<file path="config.mk">
export PLATFORM = sky130hd
export DESIGN_NAME = uart_modem_status
export DESIGN_NICKNAME = d
export VERILOG_FILES = /design/src/rtl/uart_modem_status.sv
export SDC_FILE = /design/constraint.sdc
export NUM_CORES = 1
export LEC_CHECK = 0
export ABC_AREA = 1
export BUFFER_PORTS_ARGS = -buffer_cell sky130_fd_sc_hd__buf_2
export CORE_MARGIN = 2
export CORE_UTILIZATION = 49
export DETAILED_ROUTE_END_ITERATION = 6
export GPL_TIMING_DRIVEN = 0
export PLACE_DENSITY_LB_ADDON = 0.05
export SETUP_SLACK_MARGIN = 0.3
export SYNTH_ARGS = -nofsm -noshare
export SYNTH_HDL_FRONTEND = slang
export SYNTH_SLANG_ARGS = --single-unit
</file>
<file path="constraint.sdc">
create_clock -name clk -period 2.4 [get_ports clk]
set_input_delay 0 -clock clk [delete_from_list [all_inputs] [get_ports clk]]
set_output_delay 0 -clock clk [all_outputs]
set_load 0.02 [all_outputs]
</file>
<file path="src/rtl/uart_modem_status.sv">
module uart_modem_status #(
  parameter int SYNC_STAGES = 2
) (
  input  logic       clk,
  input  logic       rst_n,
  input  logic       cts_n_i,
  input  logic       dsr_n_i,
  input  logic       ri_n_i,
  input  logic       dcd_n_i,
  input  logic [4:0] ctrl_i,
  input  logic       stat_rd_i,
  output logic       dtr_n_o,
  output logic       rts_n_o,
  output logic       out1_n_o,
  output logic       out2_n_o,
  output logic [7:0] stat_o,
  output logic       delta_any_o
);
  localparam int NPIN = 4;
  localparam int SW   = SYNC_STAGES * NPIN;

  logic [SW-1:0]   sync_q;
  logic [NPIN-1:0] pins_n, synced_n;
  logic [NPIN-1:0] lvl_d, lvl_q;
  logic [NPIN-1:0] set_v, delta_d, delta_q;
  logic            loop;

  assign loop   = ctrl_i[4];
  assign pins_n = {dcd_n_i, ri_n_i, dsr_n_i, cts_n_i};

  always_ff @(posedge clk or negedge rst_n)
    if (!rst_n) sync_q <= '1;
    else        sync_q <= {sync_q[SW-NPIN-1:0], pins_n};

  assign synced_n = sync_q[SW-1 -: NPIN];

  assign lvl_d = loop ? {ctrl_i[3], ctrl_i[2], ctrl_i[0], ctrl_i[1]} : ~synced_n;

  assign set_v[0] = lvl_d[0] ^ lvl_q[0];
  assign set_v[1] = lvl_d[1] ^ lvl_q[1];
  assign set_v[2] = lvl_q[2] & ~lvl_d[2];
  assign set_v[3] = lvl_d[3] ^ lvl_q[3];

  assign delta_d = (stat_rd_i ? '0 : delta_q) | set_v;

  always_ff @(posedge clk or negedge rst_n)
    if (!rst_n) begin
      lvl_q   <= '0;
      delta_q <= '0;
    end else begin
      lvl_q   <= lvl_d;
      delta_q <= delta_d;
    end

  assign dtr_n_o     = loop | ~ctrl_i[0];
  assign rts_n_o     = loop | ~ctrl_i[1];
  assign out1_n_o    = loop | ~ctrl_i[2];
  assign out2_n_o    = loop | ~ctrl_i[3];
  assign stat_o      = {lvl_q, delta_q};
  assign delta_any_o = |delta_q;
endmodule

</file>
# Yosys cells after proc, flatten, opt, wreduce, memory -nomap -nowiden
# Index checks and enable logic that the tools add are counted.
[word_totals]
reg_bits = 16
input_bits = 12
out_inout_bits = 13
wordCells = 21
[op_classes]
mux = 2
n_bitwise = 15
n_reduce_logical = 1
[op_table]
columns = ["op", "n"]
rows = [
  ["2-to-1 mux 4 bit", 2],
  ["NOT 1 bit", 5],
  ["NOT 4 bit", 1],
  ["bitwise OR 1 bit", 4],
  ["bitwise OR 4 bit", 1],
  ["OR reduction 4 bit", 1],
  ["bitwise XOR 1 bit", 3],
  ["AND 1 bit", 1],
]

# Logic depth before layout (Yosys ltp)
[depth]
ltp_word = 5
ltp_mapped = 6

# Worst setup path before layout
# Ideal clock, no wire load.
[synth_path]
path_kind = "register to register"
startpoint = "register sync_q[4]"
endpoint = "register delta_q[0]"
setup_time_ps = 68
arrival_time_ps = 750
path_slack_ps = 1581
path_stages_with_launch = 5
synth_period_minus_slack_ps = 819
cell_sequence = "dfstp_2 -> inv_1 -> nand2_4 -> nand3_2 -> nand3_1"
[synth_via]
elab_chain_len = 4
[synth_lines]
columns = ["item", "line", "source"]
rows = [
  ["start, declared", "22", "logic [SW-1:0] sync_q;"],
  ["start signal, assigned", "33", "else sync_q <= {sync_q[SW-NPIN-1:0], pins_n};"],
  ["NOT 4 bit", "37", "assign lvl_d = loop ? {ctrl_i[3], ctrl_i[2], ctrl_i[0], ctrl_i[1]} : ~synced_n;"],
  ["2-to-1 mux 4 bit", "37", ""],
  ["bitwise XOR 1 bit", "39", "assign set_v[0] = lvl_d[0] ^ lvl_q[0];"],
  ["bitwise OR 4 bit", "44", "assign delta_d = (stat_rd_i ? '0 : delta_q) | set_v;"],
  ["named net delta_d[0]", "25", "logic [NPIN-1:0] set_v, delta_d, delta_q;"],
  ["end signal, assigned", "52", "delta_q <= delta_d;"],
  ["end, declared", "25", ""],
]
# The timed path passes the listed nets, and every way through them passes these cells.

# Final worst setup path
[layout_path]
startpoint = "input ctrl_i[3]"
endpoint = "register lvl_q[3]"
[layout_via]
elab_chain_len = 1
[layout_lines]
columns = ["item", "line", "source"]
rows = [
  ["start, declared", "10", "input logic [4:0] ctrl_i,"],
  ["2-to-1 mux 4 bit", "37", ""],
  ["named net lvl_d[3]", "24", "logic [NPIN-1:0] lvl_d, lvl_q;"],
  ["end signal, assigned", "51", "lvl_q <= lvl_d;"],
  ["end, declared", "24", ""],
]
# The timed path passes the listed nets, and every way through them passes these cells.

==> flow_summary.ini <==
[outcome]
status = finished, final reports clean

[detailed_routing]
ant_nets = 0
drt_iter0_markers = 10
post_drt_wl_per_cell_um = 10.6
wl_met3_um = 96
wl_um = 1280
drcViolationCount = 0
wl_met2_um = 615
viasPerCell = 4.71
dr.pass1.iters = 4
vias = 570
wl_met1_um = 554
top_layer_used = met4

[power]
power.leakage_nw = 0.506
pwr-share-clk = 0.292
p_sw_frac = 0.268
power_mw = 0.600
power_density_mw_per_mm2 = 617
combPwrFrac = 0.194
switchingPower_mw = 0.161
irDropWorstVdd_mv = 0.364
intPower_mw = 0.439
seq_power_share = 0.513

[worst_setup_path]
critPathRequiredTime_ns = 2.58
startpoint = ctrl_i[3]
worstReg2RegStart = sync_q[4]
r2r_slack_ns = 1.53
crit_path_start_kind = input pin
slowest_delay_ns = 0.54
critPathKind = input pin to flip-flop
worst_setup_path_end_kind = flip-flop
reg2reg_to = delta_q[0]
reg2reg_depth = 4
cp_max_fo = 3
crit_path_end = lvl_q[3]
critPathSlowestCell = dlygate4sd3_1
path_cells = dlygate4sd3_1 > buf_2 > nand2_1 > dlygate4sd3_1 > nand2_1
cp_data_arrival_time_ns = 1.33

[sta]
rsz0062_at_grt = no
hold_viol = 0
post-route-min-period_ns = 1.15
final_max_slew_viol_count = 0
final-setup-viol-count = 0
fin_crit_sh = 0.478
fin_worst_skew_ns = 0.000514
slew_headroom = 0.786
fmax_mhz = 872
setup_tns_ns = 0
tightest_slew_ns = 0.322

[clocking]
post_cts_buffers = 0
cts-buffers-inserted = 3
cts_resized = 0
cts_tree = done
ctsHtreeMaxLevel = 1
cts_sinks = 16
cts-root-buf = clkbuf_4
clk_pin_slew_worst_paths_ns = 0.09
clk_latency_ns = 0.28
clk_path_buf_depth = 2

[synthesis]
seq_area_frac_synth = 0.601
synth_nets = 79
ys_warn_count = 0
synth.distinct_cells = 13
syn_area_um2 = 683
synthCells = 67
avgSynthCellArea_um2 = 10.2
ys_ff_latch = 16

[min_path]
min_path_type = input pin to flip-flop
worstHoldStart = ctrl_i[4]

[floorplanning]
coreArea_mm2 = 0.00130
die_w_um = 41.3
core.rowCount = 13
die_height_um = 41.3
ioPinCount = 25
die_area_mm2 = 0.00171
start_util = 0.525

[grt]
grtUsageTotal = 0.170
grt_pass1_wl_um = 1810
grt_max_degree = 17
grt_pass1_vias = 450
antenna_found_initial = 0
grt.overflow.total = 0

[placed_design]
hpwlAfterDp_um = 853
routabilityCongestion = 0.681
place_area_um2 = 817
io_buffers = 23

[finish]
fin_nets = 119
syn2layout_area_growth_pct = 42.5
antenna_cells = 0
design_area_um2 = 973
drive_gt1_frac = 0.434

[flow_run]
cap_violations = 0
-- sequential cells by signal, indices dropped and copies added (netlist names) --
register / cells
delta_q: 4
lvl_q: 4
sync_q: 8
-- cell type report --
type                            instances  area [um2]
Sequential cell                        16         410
Timing Repair Buffer                   35         235
Tap cell                               15        18.8
Buffer                                  2        31.3
Inverter                                9        36.3
Multi-Input combinational cell         40         205
Fill cell                             102         328
Clock buffer                            4        36.3
-- logic make-up after synthesis --
family                 count (synthesis)  share of synthesized area
buffers and inverters                 11                     0.0989
flip-flops                            16                      0.601
AND/OR/NAND/NOR                       40                      0.300
-- worst min-delay path by stage --
stage                 end  slack [ns]  depth (start not counted)
4_1_cts          lvl_q[1]        0.01                          3
2_1_floorplan  delta_q[0]       -0.30                          0
5_1_grt          lvl_q[0]        0.03                          3
6_report         lvl_q[3]        0.02                          4
3_5_place_dp     lvl_q[0]       -0.08                          1
3_3_place_gp     lvl_q[0]       -0.08                          1
-- per-stage QoR --
step                      instances  utilization  worst slack, ns  hold WS, ns
final                           121        0.748             1.25       0.0237
after global placement          105        0.628             1.56      -0.0826
after detailed placement        105        0.628             1.55      -0.0790
after floorplan                  67            -             1.58       -0.296
after global routing            121        0.748             1.17       0.0291
after CTS                       121        0.748             1.26       0.0112
-- power groups by stage --
| stage | logic, mW | clock network [mW] | registers [mW] |
|---|---|---|---|
| floorplan | 0.0458 | 0 | 0.329 |
| global placement | 0.100 | 0 | 0.312 |
| detailed placement | 0.102 | 0 | 0.313 |
| CTS | 0.117 | 0.180 | 0.308 |
| global route | 0.129 | 0.191 | 0.311 |
| finish | 0.117 | 0.176 | 0.308 |
-- critical path, delay by kind of cell --
kind	cells	cell delay (ns)
buf+inv	3	1.20
simple gates	2	0.12
-- repair_timing --
item | in CTS | in global routing
hold endpoints to repair | 25 | 0
setup endpoints to repair | 0 | 0
hold buffers | 12 | 0
-- cells in the mapped netlist --
library cell | count | area (um2)
buf_12 | 1 | 20.0
inv_4 | 1 | 6.26
nand2_2 | 4 | 25.0
dfstp_2 | 8 | 210
nor2_1 | 2 | 7.51
nand2_4 | 2 | 22.5
nand2_1 | 22 | 82.6
nand3_2 | 2 | 20.0
nand3_1 | 5 | 25.0
nand3b_1 | 3 | 22.5
dfrtp_1 | 8 | 200
buf_6 | 1 | 11.3
inv_1 | 8 | 30.0
-- layout by cell type (no fill, tap or decap), types with 2 or more instances in the layout --
cell type	netlist	final
nor2_1	2	2
buf_2	0	23
clkbuf_4	0	3
dlygate4sd3_1	0	12
inv_1	8	8
nand2_1	22	22
dfstp_2	8	8
nand3b_1	3	3
nand3_2	2	2
dfrtp_1	8	8
nand2_2	4	4
nand2_4	2	2
nand3_1	5	5
-- per-layer routing --
metal | up-vias | global-route usage
li1 | 281 | -
met1 | 262 | 0.231
met2 | 23 | 0.266
met3 | 4 | 0.0160
met4 | 0 | 0.0968
met5 | - | 0
Power figures use the tool's default switching activity.
